## config.mk

```make
export PLATFORM = sky130hd
export DESIGN_NAME = irq_vector_dma
export DESIGN_NICKNAME = d
export VERILOG_FILES = /design/src/rtl/irq_vector_dma.sv
export SDC_FILE = /design/constraint.sdc
export NUM_CORES = 1
export LEC_CHECK = 0
export ABC_AREA = 1
export BUFFER_PORTS_ARGS = -buffer_cell sky130_fd_sc_hd__buf_2
export CORE_MARGIN = 4
export CORE_UTILIZATION = 46
export CTS_CLUSTER_DIAMETER = 120
export DETAILED_ROUTE_END_ITERATION = 10
export GPL_ROUTABILITY_DRIVEN = 0
export GPL_TIMING_DRIVEN = 0
export HOLD_SLACK_MARGIN = 0.1
export PLACE_DENSITY = 0.79
export SLEW_MARGIN = 20
export SYNTH_ARGS = -nofsm -noshare
export SYNTH_HDL_FRONTEND = slang
export SYNTH_SLANG_ARGS = --single-unit
```

## constraint.sdc

```tcl
create_clock -name clk -period 2.5 [get_ports clk]
set_clock_uncertainty 0.2 [all_clocks]
set_input_delay 0.625 -clock clk [delete_from_list [all_inputs] [get_ports clk]]
set_output_delay 0.625 -clock clk [all_outputs]
set_load 0.03 [all_outputs]
```

## src/rtl/irq_vector_dma.sv

```systemverilog
module irq_vector_dma #(
  parameter bit NEW_REV = 1'b0,
  parameter int STAT_W  = 6,
  parameter int DW      = 16,
  parameter int AW      = 3
) (
  input  logic              clk,
  input  logic              rst_n,
  input  logic [STAT_W-1:0] evt_set,
  input  logic              wr_en,
  input  logic              rd_en,
  input  logic [AW-1:0]     addr,
  input  logic [DW-1:0]     wdata,
  output logic [DW-1:0]     rdata,
  output logic              irq,
  output logic              drq_rx,
  output logic              drq_tx
);
  localparam int IW = (STAT_W > 1) ? $clog2(STAT_W) : 1;
  localparam int MASK_BITS = NEW_REV ? 6 : 5;
  localparam logic [STAT_W-1:0] MASK_KEEP = STAT_W'((1 << MASK_BITS) - 1);
  localparam logic [STAT_W-1:0] W1C_KEEP  = STAT_W'(6'h27);
  localparam logic [STAT_W-1:0] FORCE_SET = STAT_W'(6'h3f);
  localparam int RX_BIT = 3, TX_BIT = 4;
  localparam int DMA_RX_EN = 15, DMA_TX_EN = 7, TEST_FORCE = 11;
  localparam logic [AW-1:0] A_MASK = AW'(0), A_STAT = AW'(1), A_VEC = AW'(2),
                            A_DMA = AW'(3), A_TEST = AW'(4);

  logic [STAT_W-1:0] status, mask, pend, clr_vec, clr_w1c, force_set, status_nx;
  logic              dma_rx_en, dma_tx_en, found, vec_ack, force_hit;
  logic [IW-1:0]     vec_idx;
  logic [DW-1:0]     vec_code;
  logic              unused_wdata;

  assign unused_wdata = ^wdata;
  assign pend = status & mask;

  always_comb begin
    found   = 1'b0;
    vec_idx = '0;
    for (int i = STAT_W - 1; i >= 0; i--)
      if (pend[i]) begin
        found   = 1'b1;
        vec_idx = IW'(i);
      end
  end

  assign vec_code  = found ? DW'(vec_idx) + DW'(1) : '0;
  assign vec_ack   = !NEW_REV && rd_en && (addr == A_VEC) && found;
  assign clr_vec   = vec_ack ? (STAT_W'(1) << vec_idx) : '0;
  assign clr_w1c   = (NEW_REV && wr_en && addr == A_STAT) ? (wdata[STAT_W-1:0] & W1C_KEEP) : '0;
  assign force_hit = NEW_REV && wr_en && (addr == A_TEST) && wdata[TEST_FORCE];
  assign force_set = force_hit ? FORCE_SET : '0;
  assign status_nx = (status & ~clr_vec & ~clr_w1c) | evt_set | force_set;

  always_ff @(posedge clk or negedge rst_n) begin
    if (!rst_n) begin
      status    <= '0;
      mask      <= '0;
      dma_rx_en <= 1'b0;
      dma_tx_en <= 1'b0;
      irq       <= 1'b0;
      drq_rx    <= 1'b0;
      drq_tx    <= 1'b0;
    end else begin
      status <= status_nx;
      if (wr_en && addr == A_MASK)
        mask <= wdata[STAT_W-1:0] & MASK_KEEP;
      else if (wr_en && addr == A_DMA) begin
        if (wdata[DMA_RX_EN]) mask[RX_BIT] <= 1'b0;
        if (wdata[DMA_TX_EN]) mask[TX_BIT] <= 1'b0;
      end
      if (wr_en && addr == A_DMA) begin
        dma_rx_en <= wdata[DMA_RX_EN];
        dma_tx_en <= wdata[DMA_TX_EN];
      end
      irq    <= |pend;
      drq_rx <= dma_rx_en & status[RX_BIT];
      drq_tx <= dma_tx_en & status[TX_BIT];
    end
  end

  always_comb begin
    rdata = '0;
    case (addr)
      A_MASK: rdata = DW'(mask);
      A_STAT: rdata = DW'(status);
      A_VEC:  rdata = NEW_REV ? '0 : vec_code;
      A_DMA: begin
        rdata[DMA_RX_EN] = dma_rx_en;
        rdata[DMA_TX_EN] = dma_tx_en;
      end
      default: rdata = '0;
    endcase
  end

  assert_irq_needs_mask_R1: assert property (@(posedge clk) disable iff (!rst_n)
    irq |-> $past(mask != '0));

  assert_vector_clears_R2: assert property (@(posedge clk) disable iff (!rst_n)
    (vec_ack && !evt_set[vec_idx]) |=> !status[$past(vec_idx)]);

  assert_drq_gated_R3: assert property (@(posedge clk) disable iff (!rst_n)
    (!$past(dma_rx_en) |-> !drq_rx) and (!$past(dma_tx_en) |-> !drq_tx));

  assert_dma_drops_mask_R4: assert property (@(posedge clk) disable iff (!rst_n)
    (wr_en && addr == A_DMA && wdata[DMA_RX_EN]) |=> !mask[RX_BIT]);

  assert_only_sources_set_R7: assert property (@(posedge clk) disable iff (!rst_n)
    !$past(force_hit) |-> ((status & ~$past(status) & ~$past(evt_set)) == '0));
endmodule

```

==> results of run 1 <==
per-stage QoR:
stage / worst slack [ps] / hold WS (ps)
floorplan: 155.1 / 129.4
global placement: 5.806 / 252.0
detailed placement: -59.44 / 260.0
CTS: -119.9 / 282.2
global route: -256.4 / 311.6
finish: -200.9 / 275.7
synth_stat cells:
cell type  instances
a22o_2             1
buf_4              8
buf_6              1
conb_1             1
dfrtp_1           16
ha_1               5
inv_1             23
inv_2              1
nand2_1           41
nand2_2            3
nand2_4            2
nand3_1           11
nand3_2            1
nand3b_1           1
nand4_1            2
nor2_1             8
nor2_2             2
nor2_8             1
nor3_2             2
o21ai_0            5
o21bai_2           2
critical path, delay by kind of cell (launching register included):
family	cells	cell delay, ps
buf+inv	1	130
flops	1	430
fa+ha+maj	2	350
simple gates	6	650
state kept, by name (all words and copies together) (netlist names):
signal	cells
mask	5
drq_tx	1
drq_rx	1
dma_tx_en	1
dma_rx_en	1
irq	1
status	6
final cells by class:
type | instances | area (um^2) | area share, %
buffer | 9 | 71.32 | 4.863
clock buffer | 4 | 36.28 | 2.474
inverter | 24 | 92.59 | 6.314
multi-input combinational | 95 | 598.1 | 40.78
sequential | 16 | 400.4 | 27.30
tap | 28 | 35.03 | 2.389
timing repair buffer | 39 | 232.7 | 15.87
worst paths after layout:
check | cells past startpoint | to | from
max | 9 | rdata[2] | status[1]
min | 2 | drq_tx | dma_tx_en
max reg2reg | 10 | status[3] | status[1]
min reg2reg | 2 | drq_tx | dma_tx_en
max in group asynchronous | 2 | mask[3] | rst_n
min in group asynchronous | 2 | irq | rst_n
logic make-up after synthesis:
logic type | count (synthesis) | share of synthesized area, %
other | 1 | 0.3577
and+or+nand+nor | 74 | 34.61
DFF | 16 | 38.19
buffers and inverters | 33 | 15.39
adders and majority gates | 5 | 5.967
AOI/OAI and AO/OA | 8 | 5.489
timing repair:
action | in CTS | in global routing
pin swaps | 11 | 8
hold endpoints to repair | 16 | 0
hold buffers | 1 | 0
resized for setup | 18 | 6
endpoints found under the setup margin | 2 | 2
setup buffers | 7 | 1
metal layers:
metal | vias to the layer above | wire length (um) | GRT usage [%]
li1 | 505 | - | -
met4 | 0 | 145 | 13.54
met5 | - | 0 | 0
met1 | 481 | 1072 | 20.03
met2 | 59 | 1586 | 33.11
met3 | 19 | 213 | 3.944
power by group through the flow:
| stage | sequential (mW) | clock, mW | combinational, mW |
|---|---|---|---|
| after floorplan | 0.335 | 0 | 0.181 |
| after global placement | 0.315 | 0 | 0.263 |
| after detailed placement | 0.317 | 0 | 0.276 |
| after CTS | 0.311 | 0.179 | 0.330 |
| after global routing | 0.317 | 0.188 | 0.396 |
| final | 0.313 | 0.181 | 0.364 |
==> flow_metrics.py, run 1 <==
metrics = {
    "power_and_ir_drop": {
        "vdd_ir_drop_max_mv": 0.3170,
        "power.share.sequential_pct": 36.5,
        "switching_share_pct": 40.26,
        "power.switching_mw": 0.3453,
        "pwr-share-comb_pct": 42.4,
        "power_leakage_nw": 0.8387,
        "p_clk_share_pct": 21.1,
        "p_int_mw": 0.5123,
        "cellPowerDensity_nw_per_um2": 584.9,
        "p_total_mw": 0.8577,
    },
    "routing": {
        "dr.pass1.iters": 4,
        "post_drt_wl_per_cell_um": 14.04,
        "ant_nets": 0,
        "post-route-drc-count": 0,
        "drt-vias-per-instance": 4.949,
        "drt-total-wl_mm": 3.018,
        "drt-initial-drc-count": 39,
        "vias": 1064,
    },
    "setup_path": {
        "critical_path.most_common_cell": "ha_4",
        "criticalPathCategory": "flop to output pin",
        "rrSetupSlack_ps": 690,
        "startpoint_type": "flop",
        "cp-end-kind": "output pin",
        "required_ps": 1670,
        "cp_cell_sequence": "nand2_2 -> nand2_4 -> nor2_4 -> ha_4 -> ha_4 -> nor2_1 -> nand2_1 -> nand3_2 -> buf_6",
        "slowest_stage": "dfrtp_1",
        "crit_path_max_fanout": 3,
        "worst_ep_arrival_time_ps": 1880,
        "cpPeakStageDelay_ps": 430,
    },
    "clock_network": {
        "clock_latency_ps": 310,
        "clk_path_buf_depth": 2,
        "htree_levels": 1,
        "cts_tree": "yes",
        "cts_buffers": 3,
        "cts_root_buf": "clkbuf_4",
        "cts.sinks": 16,
        "cts.clk_slew.worst_paths_ps": 110,
    },
    "synth": {
        "yosys.area.top_type": "dfrtp_1",
        "syn_inst": 137,
        "synth_seq_cells": 16,
        "seq_area_frac_synth_pct": 38.19,
        "synthesis.area_um2": 1049,
        "avgSynthCellArea_um2": 7.653,
        "ys_warn_count": 0,
        "synth_top_area_share_pct": 38.19,
        "ys_types": 21,
        "synth.area.top_cells": "dfrtp_1 (38%), nand2_1 (15%), inv_1 (8.2%), ha_1 (6.0%), buf_4 (5.7%)",
    },
    "outcome": {
        "status": "finished with violations",
        "failed_checks": "negative setup slack",
    },
    "timing": {
        "hold_viol": 0,
        "finalSetupTns_ps": -341.5,
        "setup_violations": 2,
        "setup_ws_ps": -200.9,
        "fmax_mhz": 370.3,
        "drv_slew": 0,
        "finalCritPeriodShare_pct": 108.0,
        "rsz0062_at_grt": "true",
        "finalCriticalPeriod_ps": 2701,
    },
    "final_layout": {
        "nets": 222,
        "fin_util_pct": 66.93,
        "mostFrequentLayoutCells": "nand2_1 (35), buf_2 (28), inv_1 (21)",
        "final_cell_area_um2": 1466,
        "final_cells": 215,
        "layout-drive-gt1-share_pct": 43.32,
        "fillCellCount": 175,
        "area_growth_pct": 39.86,
        "diodes": 0,
        "final_common_cell": "nand2_1",
    },
    "place": {
        "dp_hpwl_mm": 1.993,
        "place_inst": 202,
        "io_buffers": 30,
        "place_area_um2": 1260,
    },
    "global_route": {
        "antenna_found_initial": 0,
        "grt_pass1_wl_mm": 4.623,
        "grt_start_max_net_pins": 17,
        "grt_pass1_vias": 1049,
        "grtUsageTotal_pct": 18.97,
        "overflow": 0,
    },
    "floorplan": {
        "fp.dieW_um": 55.74,
        "boundaryPins": 48,
        "initial_core_util_pct": 47.86,
        "dieArea_um2": 3107,
        "die-height_um": 55.74,
        "core_um2": 2191,
        "fp-row-count": 17,
    },
    "run": {
        "max_cap_viol_count": 0,
    },
    "worst_hold_path": {
        "min_path_type": "flop to flop",
    },
}
(Power assumes the default switching activity.)
==> run 2, diff against run 1 <==
Settings changed: CORE_UTILIZATION 46 to 48, CTS_BUF_LIST from default to sky130_fd_sc_hd__clkbuf_4, PLACE_DENSITY 0.79 to 0.81.
==> flow_metrics.py, run 2 (synthesized netlist as in run 1, its figures left out) <==
metrics = {
    "clock_network": {
        "cts_root_buf": "clkbuf_4",
        "cts.sinks": 16,
        "cts.clk_slew.worst_paths_ps": 90,
        "cts_buffers": 3,
        "clk_path_buf_depth": 2,
        "clock_latency_ps": 290,
        "htree_levels": 1,
        "cts_tree": "yes",
    },
    "setup_path": {
        "startpoint_type": "flop",
        "criticalPathCategory": "flop to output pin",
        "required_ps": 1670,
        "worst_ep_arrival_time_ps": 1790,
        "timing.rr.start": "status[3]",
        "cp-end-kind": "output pin",
        "crit_path_max_fanout": 2,
        "startpoint": "status[2]",
    },
    "timing": {
        "finalCritPeriodShare_pct": 104.6,
        "finalCriticalPeriod_ps": 2616,
        "hold_viol": 0,
        "fmax_mhz": 382.2,
        "drv_slew": 0,
        "rsz0062_at_grt": "true",
        "whs_ps": 276.4,
        "setup_ws_ps": -116.2,
        "setup_violations": 2,
        "finalSetupTns_ps": -199.9,
    },
    "floorplan": {
        "fp.dieW_um": 54.74,
        "fp-row-count": 16,
        "dieArea_um2": 2996,
        "boundaryPins": 48,
        "core_um2": 2022,
        "initial_core_util_pct": 51.86,
        "die-height_um": 54.74,
    },
    "place": {
        "dp_hpwl_mm": 1.893,
        "io_buffers": 30,
        "place_inst": 201,
        "place_area_um2": 1259,
    },
    "worst_hold_path": {
        "min_path_type": "flop to flop",
        "hp-start": "dma_tx_en",
    },
    "global_route": {
        "grt_pass1_vias": 1053,
        "grtUsageTotal_pct": 20.18,
        "antenna_found_initial": 0,
        "overflow": 0,
        "grt_pass1_wl_mm": 4.333,
        "grt_start_max_net_pins": 17,
    },
    "power_and_ir_drop": {
        "power_leakage_nw": 0.8720,
        "cellPowerDensity_nw_per_um2": 569.0,
        "vdd_ir_drop_max_mv": 0.5121,
    },
    "final_layout": {
        "reg_top3": "status x6, mask x5",
        "mostFrequentLayoutCells": "nand2_1 (34), buf_2 (28), inv_1 (21), buf_4 (21), dfrtp_1 (15)",
        "diodes": 0,
        "multi_input_area_um2": 608.1,
        "regMostFlops": "status",
        "largest_reg_flops": 6,
        "seqCellArea_um2": 401.6,
        "final_cells": 220,
        "nets": 229,
        "final_common_cell": "nand2_1",
        "layout-drive-gt1-share_pct": 46.63,
        "final_cell_area_um2": 1529,
        "fillCellCount": 157,
        "area_growth_pct": 45.82,
        "fin_util_pct": 75.62,
    },
    "run": {
        "max_cap_viol_count": 0,
    },
    "routing": {
        "drt-total-wl_mm": 2.796,
        "ant_nets": 0,
        "dr.pass1.iters": 4,
        "post_drt_wl_per_cell_um": 12.71,
        "vias": 1042,
        "drt-initial-drc-count": 14,
        "drt-vias-per-instance": 4.736,
        "post-route-drc-count": 0,
    },
    "outcome": {
        "status": "finished with violations",
        "failed_checks": "negative setup slack",
    },
}
-- run 2: cell types whose count changed in the layout (fill, tap and decap cells not counted) --
cell	change
nand2_1	-1
inv_4	-1
buf_12	+1
buf_4	+5
nand2_2	+1
dfrtp_1	-1
dfrtp_2	+1
nor2_1	-1
nor2_4	+1
clkbuf_8	-1
buf_6	+1
inv_2	+1
-- run 2: repair_timing --
| action | in CTS | in global routing |
|---|---|---|
| endpoints found under the hold margin | 16 | 0 |
| pin swaps | 10 | 9 |
| gates resized for setup | 19 | 9 |
| setup buffers | 10 | 5 |
| setup endpoints to repair | 2 | 2 |
| hold buffers | 1 | 0 |
-- run 2: critical path, stage by stage, from the launching register on --
cell and delay, ps:
dfrtp_1 400, nand2_2 100, nand3_2 80, nand2_2 50
nand2_2 70, inv_2 60, ha_4 160, ha_4 270
nor2_4 30, nand2_2 80, nand3_2 70, buf_6 140
-- run 2: where the power goes --
group	switching, mW	total [mW]	leakage (nW)	internal, mW
Clock	0.0774	0.133	0.0138	0.0560
Combinational	0.244	0.424	0.683	0.180
Sequential	0.0209	0.313	0.175	0.292
-- run 2: stage by stage --
step	setup slack, ps	total power [mW]
finish	-116.2	0.8699
global route	-192.2	0.9285
CTS	-93.30	0.7915
detailed placement	-73.25	0.5898
global placement	-18.51	0.5789
floorplan	155.1	0.5165
-- run 2: final timing paths --
check | to | depth (start not counted) | slack [ps]
min | drq_tx | 2 | 280
max | rdata[2] | 11 | -120
max reg2reg | status[1] | 11 | 610
min in group asynchronous | mask[3] | 2 | 570
min reg2reg | drq_tx | 2 | 280
max in group asynchronous | status[3] | 2 | 1240
-- run 2: layer usage --
| layer | part of all wire, % | track usage (%) | vias to the layer above |
|---|---|---|---|
| met5 | 0 | 0 | - |
| met4 | 1.3 | 4.564 | 0 |
| met3 | 7.7 | 6.540 | 4 |
| li1 | - | - | 514 |
| met1 | 39 | 21.51 | 486 |
| met2 | 52 | 37.80 | 38 |
-- run 2: final cells by class --
type | count | area share, %
inverters | 24 | 5.892
repair buffers | 46 | 19.72
multi-input cells | 95 | 39.77
well taps | 27 | 2.209
plain buffers | 9 | 4.664
flip-flops and latches | 16 | 26.27
clock buffers | 3 | 1.473
==> run 3, diff against run 2 <==
Settings changed: ABC_AREA 1 to 0, CORE_UTILIZATION 48 to 46, PLACE_DENSITY 0.81 to 0.8, SLEW_MARGIN 20 to default.
==> flow_metrics.py, run 3 <==
metrics = {
    "outcome": {
        "status": "finished with violations",
        "failed_checks": "negative setup slack",
    },
    "place": {
        "dpl_worst_slack_ps": -228.1,
        "dp_hpwl_mm": 1.662,
        "place_inst": 156,
        "io_buffers": 30,
    },
    "synth": {
        "synth_top_area_share_pct": 43.30,
        "synthesis.area_um2": 924.6,
        "yosys.area.top_type": "dfrtp_1",
        "ys_async_sr_fraction_pct": 100.0,
        "synth_edf_count": 0,
        "synth_seq_cells": 16,
        "ys.flop_type": "dfrtp_1",
        "synth.area.top_cells": "dfrtp_1 (43%), ha_1 (6.8%), buf_4 (6.5%), nand2_1 (6.5%), nand3_1 (6.0%)",
        "synth_top_family_by_area": "simple AND/OR/NAND/NOR gates",
        "synth-compound-area-share_pct": 14.21,
        "yosys.area_share.simple_pct": 24.36,
        "syn_inst": 94,
        "ys_types": 23,
        "synth_fa_ha_area_share_pct": 6.766,
        "seq_area_frac_synth_pct": 43.30,
        "ys_warn_count": 0,
        "synthXorXnorAreaFrac_pct": 0,
        "muxShareOfSynthArea_pct": 3.654,
        "synthTopCellsByCount": "dfrtp_1 (16), nand2_1 (16), nand3_1 (11)",
        "avgSynthCellArea_um2": 9.837,
    },
    "routing": {
        "drt-vias-per-instance": 5.213,
        "drt-total-wl_mm": 2.448,
        "vias": 881,
        "drt-initial-drc-count": 22,
        "post-route-drc-count": 0,
        "post_drt_wl_per_cell_um": 14.49,
        "dr.pass1.iters": 4,
        "ant_nets": 0,
    },
    "power_and_ir_drop": {
        "pwr-share-comb_pct": 40.5,
        "switching_share_pct": 36.72,
        "p_int_mw": 0.4924,
        "vdd_ir_drop_max_mv": 0.3794,
        "power.switching_mw": 0.2858,
        "p_clk_share_pct": 18.3,
        "cellPowerDensity_nw_per_um2": 579.7,
        "power_leakage_nw": 0.6477,
        "power.share.sequential_pct": 41.2,
    },
    "final_layout": {
        "regMostFlops": "status",
        "final_common_cell": "buf_2",
        "reg_top3": "status x6, mask x5",
        "nets": 179,
        "area_growth_pct": 45.20,
        "diodes": 0,
        "final_cells": 169,
        "mostFrequentLayoutCells": "buf_2 (24), buf_4 (16), dfrtp_1 (16)",
        "fillCellCount": 147,
        "largest_reg_flops": 6,
        "layout-drive-gt1-share_pct": 45.83,
    },
    "floorplan": {
        "fp-row-count": 15,
        "initial_core_util_pct": 50.79,
        "core_um2": 1821,
        "fp.dieW_um": 52.84,
        "dieArea_um2": 2792,
        "die-height_um": 52.84,
        "boundaryPins": 48,
    },
    "worst_hold_path": {
        "whs_endpoint": "dma_rx_en",
        "hp-start": "dma_rx_en",
        "holdPathStages": 2,
        "min_path_type": "flop to flop",
    },
    "timing": {
        "finalCritPeriodShare_pct": 109.5,
        "rsz0062_at_grt": "true",
        "setup_violations": 3,
        "finalSetupTns_ps": -410.4,
        "fmax_mhz": 365.1,
        "finalCriticalPeriod_ps": 2739,
        "hold_viol": 0,
        "setup_ws_ps": -238.6,
        "drv_slew": 0,
    },
    "setup_path": {
        "path_delay_family": "flip-flops",
        "slowest_stage": "dfrtp_1",
        "cp-end-kind": "output pin",
        "rr_endpoint": "status[5]",
        "crit_buf_inv": 2,
        "crit_path_max_fanout": 4,
        "cp_cell_sequence": "a22oi_2 -> buf_4 -> nand4_1 -> ha_4 -> o21ai_2 -> buf_6",
        "startpoint_type": "flop",
        "rrSetupSlack_ps": 710,
        "worst_ep_arrival_time_ps": 1910,
        "cpPeakStageDelay_ps": 440,
        "timing.rr.start": "mask[1]",
        "required_ps": 1670,
        "r2r_cells": 6,
        "criticalPathCategory": "flop to output pin",
    },
    "global_route": {
        "grt_start_max_net_pins": 17,
        "grt_pass1_vias": 845,
        "grt_pass1_wl_mm": 3.912,
        "grtUsageTotal_pct": 19.59,
        "overflow": 0,
        "antenna_found_initial": 0,
    },
    "run": {
        "max_cap_viol_count": 0,
    },
    "clock_network": {
        "htree_levels": 1,
        "cts_root_buf": "clkbuf_4",
        "cts_tree": "yes",
        "cts.clk_slew.worst_paths_ps": 100,
        "clock_latency_ps": 280,
        "clk_path_buf_depth": 2,
        "cts_buffers": 3,
        "cts.sinks": 16,
    },
}
run 3: metal layers:
metal / routed length (um) / share of wire [%] / vias to the layer above / GRT usage (%)
li1: - / - / 420 / -
met1: 988 / 40 / 418 / 25.27
met2: 1288 / 53 / 39 / 33.47
met3: 149 / 6.1 / 4 / 3.134
met4: 21 / 0.86 / 0 / 5.532
met5: 0 / 0 / - / 0
run 3: tightest hold or removal path, stage by stage (launching register included):
cell and delay (ps):
dfrtp_1 360, nand2_1 60, nand2_1 50
run 3: power by group through the flow:
stage / registers, mW / clock network, mW / logic (mW)
3_5_place_dp: 0.322 / 0 / 0.224
2_1_floorplan: 0.334 / 0 / 0.145
3_3_place_gp: 0.319 / 0 / 0.217
4_1_cts: 0.320 / 0.145 / 0.288
6_report: 0.321 / 0.143 / 0.315
5_1_grt: 0.326 / 0.159 / 0.343
run 3: worst max-delay path by stage:
stage | endpoint | cells past startpoint | startpoint | slack, ps
floorplan | rdata[2] | 5 | mask[1] | -100
global placement | rdata[2] | 5 | addr[1] | -160
detailed placement | rdata[2] | 5 | addr[1] | -230
CTS | rdata[2] | 8 | mask[2] | -190
global route | rdata[2] | 6 | mask[1] | -310
finish | rdata[2] | 6 | mask[1] | -240
run 3: timing repair:
item	4_1_cts	5_1_grt
endpoints found under the hold margin	16	0
hold buffers	1	0
setup buffers	6	2
setup endpoints to repair	6	6
gates resized for setup	24	4
pin swaps	8	7
run 3: cells by family (layout without fill, tap and decap cells):
kind of cell,count (synthesis),after routing
AND/OR/NAND/NOR,41,41
AO/OA/AOI/OAI,18,18
flip-flops,16,16
buffers and inverters,10,53
adder cells (fa/ha/maj),5,5
multiplexers,3,3
other,1,8
run 3: cell type report:
| class | instances | area (um^2) | share of cell area [%] |
|---|---|---|---|
| Sequential cell | 16 | 400.4 | 29.82 |
| Clock buffer | 3 | 22.52 | 1.678 |
| Multi-Input combinational cell | 75 | 555.5 | 41.38 |
| Timing Repair Buffer | 39 | 261.5 | 19.48 |
| Buffer | 8 | 60.06 | 4.473 |
| Clock inverter | 1 | 3.754 | 0.2796 |
| Tap cell | 25 | 31.28 | 2.330 |
| Inverter | 2 | 7.507 | 0.5592 |
run 3: through the flow:
stage,area [um^2],power [mW],utilization [%],hold slack (ps)
finish,1343,0.7782,73.75,298.6
floorplan,950.9,0.4791,-,129.4
global route,1343,0.8276,73.75,306.7
detailed placement,1132,0.5463,62.20,282.4
global placement,1132,0.5365,62.20,272.6
CTS,1306,0.7533,71.75,306.6
